[src/rtl/lpc_pkg.sv]
// Shared types and constants for the link power and wake controller.
package lpc_pkg;
    localparam int PWR_CLASS_W = 3;
    typedef logic [PWR_CLASS_W-1:0] pwr_class_t;
endpackage

[src/rtl/lpc_strap_capture.sv]
// Captures the contender and power-class straps on every clock edge at which
// reset is held, and holds them afterwards. Also produces the output enable
// for the shared pin. Assumes the straps are static around the release of reset.
module lpc_strap_capture
    import lpc_pkg::*;
(
    input  logic       clk,
    input  logic       rst_n,
    input  logic       cont_pin,
    input  pwr_class_t class_pins,
    output logic       contender,
    output pwr_class_t pwr_class,
    output logic       pin_drive
);
    // Strap registers: load while reset is held, freeze otherwise.
    always_ff @(posedge clk) begin
        if (!rst_n) begin
            contender <= cont_pin;
            pwr_class <= class_pins;
        end
    end

    // Pin direction: input during reset, output from the first edge after it.
    always_ff @(posedge clk) begin
        if (!rst_n) pin_drive <= 1'b0;
        else        pin_drive <= 1'b1;
    end
endmodule

[src/rtl/lpc_lps_filter.sv]
// Synchronizes the link power status and filters it asymmetrically. One high
// sample marks the link as up, and LOW_CYC consecutive low samples mark it as
// down. Assumes SYNC_STAGES >= 2 and LOW_CYC >= 1.
module lpc_lps_filter #(
    parameter int SYNC_STAGES = 2,
    parameter int LOW_CYC     = 1229
) (
    input  logic clk,
    input  logic rst_n,
    input  logic lps_raw,
    output logic link_up
);
    localparam int CNT_W = $clog2(LOW_CYC + 1);
    localparam logic [CNT_W-1:0] CNT_MAX = CNT_W'(LOW_CYC);

    logic [SYNC_STAGES-1:0] sync_q;
    logic [CNT_W-1:0]       low_cnt;
    logic [CNT_W-1:0]       low_nxt;

    // Synchronizer chain, one flop per stage.
    for (genvar g = 0; g < SYNC_STAGES; g++) begin : g_sync
        if (g == 0) begin : g_first
            always_ff @(posedge clk) begin
                if (!rst_n) sync_q[0] <= 1'b0;
                else        sync_q[0] <= lps_raw;
            end
        end else begin : g_next
            always_ff @(posedge clk) begin
                if (!rst_n) sync_q[g] <= 1'b0;
                else        sync_q[g] <= sync_q[g-1];
            end
        end
    end

    // Next value of the saturating count of low samples.
    always_comb begin
        low_nxt = (low_cnt == CNT_MAX) ? CNT_MAX : low_cnt + 1'b1;
    end

    // Filter state: rise on any high sample, fall when the low count saturates.
    always_ff @(posedge clk) begin
        if (!rst_n) begin
            low_cnt <= '0;
            link_up <= 1'b0;
        end else if (sync_q[SYNC_STAGES-1]) begin
            low_cnt <= '0;
            link_up <= 1'b1;
        end else begin
            low_cnt <= low_nxt;
            if (low_nxt == CNT_MAX) link_up <= 1'b0;
        end
    end
endmodule

[src/rtl/lpc_wake_gen.sv]
// Link-on wave generator. A request that arrives while the link is down starts
// a square wave, high for the first half of WAVE_PERIOD cycles. The wave is
// cleared once the link is up. Assumes WAVE_PERIOD is a power of two, >= 2.
module lpc_wake_gen #(
    parameter int WAVE_PERIOD = 8
) (
    input  logic clk,
    input  logic rst_n,
    input  logic req,
    input  logic link_up,
    output logic linkon
);
    localparam int PH_W = $clog2(WAVE_PERIOD);

    logic            wake_q;
    logic [PH_W-1:0] phase_q;

    // Wake state and phase counter; the link-up state has priority.
    always_ff @(posedge clk) begin
        if (!rst_n) begin
            wake_q  <= 1'b0;
            phase_q <= '0;
        end else if (link_up) begin
            wake_q  <= 1'b0;
            phase_q <= '0;
        end else if (req && !wake_q) begin
            wake_q  <= 1'b1;
            phase_q <= '0;
        end else if (wake_q) begin
            phase_q <= phase_q + 1'b1;
        end
    end

    // Output: high in the first half period, forced low while the link is up.
    always_comb begin
        linkon = wake_q && !link_up && !phase_q[PH_W-1];
    end
endmodule

[src/rtl/link_power_ctrl.sv]
// Top of the link power and wake controller. Joins the strap capture, the
// status filter and the wake generator. Assumes a single clock domain, with
// lps_i arriving asynchronously.
module link_power_ctrl
    import lpc_pkg::*;
#(
    parameter int SYNC_STAGES = 2,
    parameter int LOW_CYC     = 1229,
    parameter int WAVE_PERIOD = 8
) (
    input  logic                   clk,
    input  logic                   rst_n,
    input  logic                   strap_cont_i,
    input  logic [PWR_CLASS_W-1:0] strap_pwr_i,
    input  logic                   lps_i,
    input  logic                   linkon_pkt_i,
    output logic                   contender_o,
    output logic [PWR_CLASS_W-1:0] pwr_class_o,
    output logic                   pin_drive_o,
    output logic                   linkon_o,
    output logic                   link_up_o,
    output logic                   if_en_o,
    output logic                   repeat_only_o
);
    logic link_up;

    lpc_strap_capture u_strap (
        .clk        (clk),
        .rst_n      (rst_n),
        .cont_pin   (strap_cont_i),
        .class_pins (strap_pwr_i),
        .contender  (contender_o),
        .pwr_class  (pwr_class_o),
        .pin_drive  (pin_drive_o)
    );

    lpc_lps_filter #(
        .SYNC_STAGES (SYNC_STAGES),
        .LOW_CYC     (LOW_CYC)
    ) u_filt (
        .clk     (clk),
        .rst_n   (rst_n),
        .lps_raw (lps_i),
        .link_up (link_up)
    );

    lpc_wake_gen #(
        .WAVE_PERIOD (WAVE_PERIOD)
    ) u_wake (
        .clk     (clk),
        .rst_n   (rst_n),
        .req     (linkon_pkt_i),
        .link_up (link_up),
        .linkon  (linkon_o)
    );

    // Interface gating from the filtered link state.
    always_comb begin
        link_up_o     = link_up;
        if_en_o       = link_up;
        repeat_only_o = !link_up;
    end
endmodule

[config.mk]
export PLATFORM = sky130hd
export DESIGN_NAME = link_power_ctrl
export DESIGN_NICKNAME = d
export VERILOG_FILES = /design/src/rtl/lpc_pkg.sv /design/src/rtl/lpc_strap_capture.sv /design/src/rtl/lpc_lps_filter.sv /design/src/rtl/lpc_wake_gen.sv /design/src/rtl/link_power_ctrl.sv
export SDC_FILE = /design/constraint.sdc
export NUM_CORES = 1
export LEC_CHECK = 0
export BUFFER_PORTS_ARGS = -buffer_cell sky130_fd_sc_hd__buf_2
export CAP_MARGIN = 20
export CORE_MARGIN = 2
export CORE_UTILIZATION = 28
export CTS_CLUSTER_SIZE = 16
export DETAILED_ROUTE_END_ITERATION = 6
export GPL_TIMING_DRIVEN = 0
export SKIP_LAST_GASP = 1
export SLEW_MARGIN = 5
export SYNTH_ARGS = -nofsm -noshare
export SYNTH_HDL_FRONTEND = slang
export SYNTH_SLANG_ARGS = --single-unit
[constraint.sdc]
create_clock -name clk -period 2.75 [get_ports clk]
set_input_delay 0.275 -clock clk [delete_from_list [all_inputs] [get_ports clk]]
set_output_delay 0.275 -clock clk [all_outputs]
set_load 0.01 [all_outputs]
Word-level counts from Yosys, hierarchy flattened --
Cells that the tools add are included. Widths: inputs -> output; s select.
Cells by class: $add $sub $neg 2, eq/ne operators 2, mux-type cells 4, bitwise operators 1, reduce and logical (&&, ||, !) cells 10
Operators by type and width (number):
- $eq 11x11->1 const B | 2
- $add 11x1->11 const B | 1
- $mux 11 | 1
- $reduce_or 2->1 | 2
- $add 3x1->3 const B | 1
- $logic_and 1x1->1 | 3
- $logic_not 1->1 | 3
- $mux 1 | 3
- $reduce_or 3->1 | 1
- $reduce_bool 2->1 | 1
- $not 1->1 | 1
Word-level totals: bits in registers 23, bits of input ports 8, output and inout port bits 9, logic and storage cells 28

Logic depth before layout (Yosys ltp) --
Gate-level depths: netlist (run 1).
depth after elaboration 5, depth in mapped cells 6, gate-level depth less buffers 6

Cells and area by module --
Synthesis (run 1) repeated with hierarchy kept, for this count alone.
Second synthesis, totals: cell total of the unflattened synthesis 109, area total of the unflattened synthesis 1016.0 um^2
Modules (own cells, without submodules):
- lpc_lps_filter | instances 1, cells each 80, area each 675.6 um^2, sequential area each 280.3 um^2
- lpc_wake_gen | instances 1, cells each 21, area each 185.2 um^2, sequential area each 80.1 um^2
- lpc_strap_capture | instances 1, cells each 6, area each 143.9 um^2, sequential area each 140.1 um^2
- link_power_ctrl | instances 1, cells each 2, area each 11.3 um^2, sequential area each 0.0 um^2

Worst setup path after synthesis (run 1) --
No wires, ideal clock.
path type register to register, from register u_filt.low_cnt[0], to register u_filt.low_cnt[0], library setup time 0.068 ns, arrival 1.597 ns, data required time 2.682 ns, slack 1.084 ns, stages on the path, launching flop included 6, buffers on the path 0, period minus slack after synthesis 1.666 ns, cell sequence dfxtp_1 -> ha_1 -> nand3_1 -> or3_4 -> or4b_4 -> a21oi_2
Between the ends: word-level cells in the longest chain between the ends 2, elaborated cells between the ends (all ways) 3, classes of those cells 1 x add/sub; 1 x eq/ne; 1 x mux
RTL lines:
- start, declared | line lpc_lps_filter.sv:17 | logic [CNT_W-1:0] low_cnt;
- start signal, assigned | line lpc_lps_filter.sv:49 | low_cnt <= low_nxt;
- $add 11x1->11 or $eq 11x11->1 (tied branches) | line lpc_lps_filter.sv:37 | low_nxt = (low_cnt == CNT_MAX) ? CNT_MAX : low_cnt + 1'b1;
- $mux 11 (*) | line lpc_lps_filter.sv:37
Every way passes the cells marked *; elsewhere a longest branch is shown, timed or not. A chain may end at the register's enable or synchronous reset.

Final worst setup path (run 1) --
from register u_filt.low_cnt[0], to register u_filt.low_cnt[8]
Same word-level chain as after synthesis.

==> results.md, run 1 <==
* Status: completed
* Vias in the first global route at about 770
* Maximum clock frequency at ~0.54 GHz
* FF+latch count, synth at 23
* # diodes at 0
* Met1 Resource Use GR at between 10 and 15%
* Worst hold-check path type: primary input to flip-flop
* Drt pass-1 iters at 4
* Clock Skew at about 0.0095 ns
* Synth Instances at 100
* Worst slew pin tran at about 0.63 ns
* Core Box Area at about 3400 um^2
* Num Clock Sinks at 23
* Die area at approximately 4100 um^2
* CTS tree: done
* Minimum period implied by the final worst setup slack at roughly 1.8 ns
* Global Route met3 Usage at 4.107%
* Routed WL per cell at ~11 um
* Net count after synthesis at 111
* RSZ-0062 raised after global routing: no
* Ys Warns at 0
* First-pass GRT wire length at 3.298 mm
* Pins Over Slew Limit at 0
* Chip Width at between 60 and 70 um
* IO Pins at 17
* Max incr delay on CP at about 0.55 ns
* Layout cells sized above 1 at 22.50%
* Starting Density at 29.46%
* Leakage Power at roughly 0.44 nW
* H-tree levels at 1
* Maximum fanout along the worst path at 6
* Fin nets at 132
* PD cells at 488.6 nW/um^2
* Max-cap violations at 0
* Later-pin clock latency in the skew report at between 0.3 and 0.4 ns
* Pin count of the biggest net entering global routing at 14
* Detail Route Antenna Nets at 0
* Crit. End Element: flip-flop
* CP arrival at 2.03 ns
* Hold Violations, Final at 0
* Post-cts repair resize count at 0
* Final Setup Violations at 0
* Total grt overflow at 0
* Placed cell areas at 1136 um^2
* Row cnt at 21
* Final total power at about 0.57 mW
* Worst Path Required at between 2 and 3 ns
* Sequential element share of the synthesized area at 50.13%
* Setup bufs post-CTS at 0
* Reg2reg path depth at 5
* Crit Path Category: flip-flop to flip-flop
* Layout Area Growth over Synthesis at 16.54%
* Num CTS Buffers at 3
* Vias per Instance at about 4.5
* Clock Tree Buf Depth at 2
* Netlist cell types at 28
* Detailed Place HPWL at around 1.4 mm
* Seq pwr share at between 60 and 70%
* Gate power share at about 8.0%
* Post-CTS Hold Fix Bufs at 0
* Internal power component at around 0.43 mW
* Clk root buf: clkbuf_4
* Avg Cell Area, Syn at 9.985 um^2
* Mapped cell area at between 900 and 1000 um^2
* Die height at 63.72 um
* Post-Route Setup TNS at 0 ns
* Max-slew headroom at a little under three fifths
* Number of remaining DRC errors at 0
* Via count at ~740
* Port-buffer cells at 16
* Final WL at 1.855 mm
* Worst-path cell chain: ha_1, nand3_1, or3_4, nor4b_1, nor3_1
* Filler instances at roughly 360
* Gr busiest metal: met2
* Peak VDD IR at roughly 130 uV
* Worst R2R Setup Slack at 0.91 ns
* Sw power at around 0.14 mW
* Initial antenna violation count at 0
* Period utilization at about 67%
* Register area at 500.5 um^2
* Multi-input logic area at between 400 and 500 um^2
* Initial drt markers at 29
* Switching Share at 24.11%
* Clock Pin Slew Worst Setup and Hold Paths at approximately 0.13 ns
* Met2 Use GR at around 19%
* Crit path max-delay cell type: nor4b_1
* Clock network power share at between 20 and 30%
* CP Launch Type: flip-flop
* Post-route cell area at 1164 um^2
* Gr usage total at between 10% and 20%
* GP Congestion at 0.8377
* Hold depth at 1
-- synth_stat cells (all sizes together) --
| cell | n | area [um^2] |
|---|---|---|
| nor4b | 2 | 17.52 |
| nor3 | 6 | 30.03 |
| or4b | 1 | 13.76 |
| and3 | 1 | 6.260 |
| clkbuf | 2 | 7.510 |
| ha | 3 | 37.54 |
| nor2 | 9 | 33.78 |
| a21oi | 6 | 41.29 |
| nand3 | 4 | 20.02 |
| or3 | 2 | 18.77 |
| nand2 | 9 | 33.78 |
| dfxtp | 19 | 380.4 |
| a41oi | 1 | 8.760 |
| edfxtp | 4 | 120.1 |
| inv | 3 | 11.26 |
| buf | 1 | 7.510 |
| nand2b | 3 | 18.77 |
| nor4 | 1 | 6.260 |
| xnor2 | 6 | 52.55 |
| nand4 | 1 | 6.260 |
| nor3b | 3 | 22.52 |
| o21ai | 2 | 10.01 |
| mux2i | 3 | 30.03 |
| xor2 | 5 | 43.79 |
| and2 | 2 | 12.51 |
| o31ai | 1 | 7.510 |
-- stage by stage --
stage	setup slack, ns	cells	hold WS [ns]	utilization, %
floorplan	1.084	100	0.3027	-
CTS	0.9099	166	0.1275	34.33
detailed placement	0.9285	162	0.4397	33.52
finish	0.9141	166	0.1365	34.33
global placement	0.9586	162	0.4182	33.52
global route	0.7832	166	0.1101	34.33
-- final timing paths --
| path | start | endpoint |
|---|---|---|
| worst min register to register | u_filt.sync_q[0] | u_filt.sync_q[1] |
| worst max-delay path | u_filt.low_cnt[0] | u_filt.low_cnt[8] |
| worst min-delay path | strap_pwr_i[0] | u_strap.pwr_class[0] |
| worst max register to register | u_filt.low_cnt[0] | u_filt.low_cnt[8] |
-- final cells by class --
cell class	instances	share of cell area [%]
buffer	3	1.290
clock buffer	3	1.935
clock inverter	1	0.4301
inverter	3	0.9677
multi-input combinational	71	40.54
sequential	23	43.01
tap	46	4.946
timing repair buffer	16	6.882
-- power by group through the flow --
stage	registers, mW	clock network [mW]	logic (mW)
floorplan	0.376	0	0.0235
global placement	0.373	0	0.0446
detailed placement	0.374	0	0.0460
CTS	0.367	0.167	0.0462
global route	0.369	0.183	0.0516
finish	0.366	0.157	0.0454
-- placed cells by master, fill, tap and decap left out, types with 2 or more instances in the layout --
cell type / netlist / final
nor3b_1: 3 / 3
nand2b_1: 3 / 3
nor2_1: 9 / 9
dfxtp_1: 19 / 19
ha_1: 3 / 3
nor4b_1: 2 / 2
nor3_1: 6 / 6
a21oi_2: 3 / 3
edfxtp_1: 4 / 4
o21ai_0: 2 / 2
xnor2_1: 6 / 6
buf_2: 0 / 16
mux2i_1: 3 / 3
nand3_1: 4 / 4
xor2_1: 5 / 5
clkbuf_4: 0 / 3
clkbuf_1: 2 / 2
a21oi_1: 3 / 3
nand2_1: 9 / 9
and2_1: 2 / 2
inv_1: 3 / 3
-- per-layer routing --
layer	part of all wire (%)	wire length, um
met5	0	0
met4	1.3	25
met1	46	848
met3	5.9	109
met2	47	872
-- kinds of logic after synthesis --
family	share of synthesized area, %
buffers and inverters	2.632
xor gates and xnor gates	9.649
DFF	50.13
adders and majority gates	3.760
muxes	3.008
AOI/OAI and AO/OA	6.767
and+or+nand+nor	24.06
-- flip-flops by register name, indices dropped and copies added (netlist names) --
name,flops
u_filt.link_up,1
u_strap.contender,1
u_wake.phase_q,3
u_strap.pin_drive,1
u_wake.wake_q,1
u_filt.low_cnt,11
u_filt.sync_q,2
u_strap.pwr_class,3
-- critical path, delay by kind of cell (launching register included) --
kind	cells	cell delay, ns
flip-flops	1	0.45
adder cells (fa/ha/maj)	1	0.18
AND/OR/NAND/NOR	4	1.08
Power figures use the tool's default switching activity.
==> run 2, diff against run 1 <==
Clock period 2.75 ns to 1.6 ns, I/O delays scaled along.
==> run 2 against run 1 <==
Net effect:
- die area unchanged
- first-iteration DRC count increased by 3.4%
- clock-buffer cell count unchanged
- critical path depth unchanged
- worst hold slack got worse by 0.11 ns
- sequential cell count unchanged
- clock skew decreased by 0.0063 ns
- cell count increased by 4.2%
- sequential power increased by 72%
- global-route usage about the same
- the flow now finishes with violations (setup timing)
- core utilization increased by 3.7 points
==> results.md, run 2 (same netlist as run 1, synthesis figures left out) <==
* IO Pins at 17 (unchanged)
* Switching Share at 23.49% (-0.62 points)
* CTS tree: done
* Commonest non-fill, non-tap cell in the layout: buf_2
* Routed WL per cell at 11.39 um (+2.0%)
* Starting Density at 29.46% (unchanged)
* Pins Over Slew Limit at 0 (unchanged)
* Sw power at 0.2331 mW (+70%)
* Hold Violations, Final at 0 (unchanged)
* Total grt overflow at 0 (unchanged)
* Crit path max-delay cell type: or4b_4
* Row cnt at 21 (unchanged)
* Via count at 802 (+7.9%)
* Most frequent cells in the layout: 16 x buf_2, 14 x dfxtp_1, 9 x nand2_1, 9 x nor2_1, 6 x xnor2_1
* Post-placement cell count at 162 (unchanged)
* Initial drt markers at 30 (+3.4%)
* # diodes at 0 (unchanged)
* Largest register FFs at 11 (unchanged)
* Vias in the first global route at 739 (-3.7%)
* Num CTS Buffers at 3 (unchanged)
* Worst slew pin tran at 0.5201 ns (-0.1148 ns)
* Crit Path Category: flip-flop to flip-flop
* Fin nets at 139 (+5.3%)
* Fin util at 37.98% (+3.7 points)
* Max-cap violations at 0 (unchanged)
* Crit. End Element: flip-flop
* Maximum clock frequency at 0.6025 GHz (+11%)
* Gate power share at 10.3% (+2.3 points)
* Largest Register: u_filt.low_cnt
* CP arrival at 1.90 ns (-0.13 ns)
* Seq pwr share at 63.4% (-1.0 points)
* PD cells at 770.9 nW/um^2 (+58%)
* Failing checks: setup timing
* Initial antenna violation count at 0 (unchanged)
* Status: finished with violations
* GP Congestion at 0.8678 (+3.6%)
* Layout Area Growth over Synthesis at 28.95%
* RSZ-0062 raised after global routing: yes
* Top flop regs: u_filt.low_cnt: 11 flops, u_strap.pwr_class: 3 flops, u_wake.phase_q: 3 flops
* Pin count of the biggest net entering global routing at 14 (unchanged)
* Drt pass-1 iters at 4 (unchanged)
* Worst hold-check path type: primary input to flip-flop
* Worst-path cell chain: ha_4, nand3_2, or3_4, or4b_4, a21oi_2
* Port-buffer cells at 16 (unchanged)
* Max incr delay on CP at 0.53 ns (-0.02 ns)
* Maximum fanout along the worst path at 4 (-2)
* Final Setup Violations at 3 (+3)
* Core Box Area at 3390 um^2 (unchanged)
* Detail Route Antenna Nets at 0 (unchanged)
* First-pass GRT wire length at 3.284 mm (-0.42%)
* Vias per Instance at 4.636 (+3.6%)
* Clock Skew at 0.003219 ns (-0.006254 ns)
* Leakage Power at 0.4772 nW (+8.7%)
* Register area at 509.2 um^2 (+1.7%)
* Cell Count, Final, Fillers Out at 173 (+4.2%)
* Peak VDD IR at 315.2 uV (+140%)
* Later-pin clock latency in the skew report at 0.30 ns (about the same)
* Die height at 63.72 um (unchanged)
* Final worst slack at -0.05969 ns (-0.9738 ns)
* Clock network power share at 26.3% (-1.3 points)
* Period utilization at 103.7% (+37 points)
* Internal power component at 0.7594 mW (+76%)
* Detailed Place HPWL at 1.295 mm (-6.8%)
* Post-Route Setup TNS at -0.1236 ns (-0.1236 ns)
* CP top delay family: simple AND/OR/NAND/NOR gates
* Num Clock Sinks at 23 (unchanged)
* Layout cells sized above 1 at 33.86% (+11 points)
* Multi-input logic area at 520.5 um^2 (+10%)
* Final WL at 1.971 mm (+6.3%)
* H-tree levels at 1 (unchanged)
* Worst Path Required at 1.84 ns (-1.11 ns)
* Clock Pin Slew Worst Setup and Hold Paths at 0.12 ns (about the same)
* Clock Tree Buf Depth at 2 (unchanged)
* Buf/Inv on CP at 0 (unchanged)
* CP Launch Type: flip-flop
* Number of remaining DRC errors at 0 (unchanged)
* Max-slew headroom at 65.33% (+8.3 points)
* Placed cell areas at 1137 um^2 (+0.11%)
* Post-route cell area at 1287 um^2 (+11%)
* Die area at 4060 um^2 (unchanged)
* Minimum period implied by the final worst setup slack at 1.660 ns (-0.1762 ns)
* Chip Width at 63.72 um (unchanged)
* Clk root buf: clkbuf_4
* Gr usage total at 10.39% (-0.034 points)
* Filler instances at 336 (-6.4%)
## run 2: changes by cell type in the layout (fill, tap and decap cells not counted), sizes merged
cell | previous run | this run
clkbuf | 5 | 4
dlygate4sd3 | 0 | 4
buf | 17 | 21
## run 2: area by class of cell
class                           instances  area share [%]
Timing Repair Buffer                   24           11.66
Clock buffer                            3           1.749
Multi-Input combinational cell         71           40.43
Buffer                                  2          0.8746
Tap cell                               46           4.470
Clock inverter                          1          0.3887
Inverter                                3          0.8746
Sequential cell                        23           39.55
## run 2: per-stage QoR
step / worst slack (ns) / hold WS (ns) / power, mW
finish: -0.05969 / 0.02963 / 0.9925
global route: -0.1322 / 0.004060 / 1.059
CTS: -0.05374 / 0.01008 / 1.002
detailed placement: -0.1068 / 0.3398 / 0.7209
global placement: -0.1494 / 0.3424 / 0.7194
floorplan: -0.01564 / 0.1877 / 0.6868
## run 2: repair_timing
item / CTS / global route
gates resized for setup: 11 / 3
endpoints found under the hold margin: 0 / 4
setup endpoints to repair: 7 / 9
setup buffers: 4 / 0
pin swaps: 1 / 0
hold buffers: 0 / 4
## run 2: final timing paths
| check | start | endpoint | slack [ns] | cells past startpoint |
|---|---|---|---|---|
| worst max-delay path | u_filt.low_cnt[0] | u_filt.low_cnt[0] | -0.06 | 5 |
| worst min-delay path | rst_n | u_strap.pin_drive | 0.03 | 1 |
| worst max register to register | u_filt.low_cnt[0] | u_filt.low_cnt[0] | -0.06 | 5 |
| worst min register to register | u_filt.sync_q[0] | u_filt.sync_q[1] | 0.45 | 1 |
## run 2: per-layer routing
layer / GRT usage, % / share of wire, % / vias to the layer above
met5: 0 / 0 / -
met4: 4.891 / 1.6 / 0
met3: 3.750 / 6.0 / 4
met2: 16.71 / 49 / 25
met1: 12.24 / 43 / 377
li1: - / - / 396
## run 2: power groups by stage
stage	Sequential [mW]	Clock (mW)	Combinational (mW)
detailed placement	0.643	0	0.0778
floorplan	0.646	0	0.0404
global placement	0.642	0	0.0769
CTS	0.629	0.278	0.0947
finish	0.629	0.261	0.102
global route	0.634	0.311	0.115
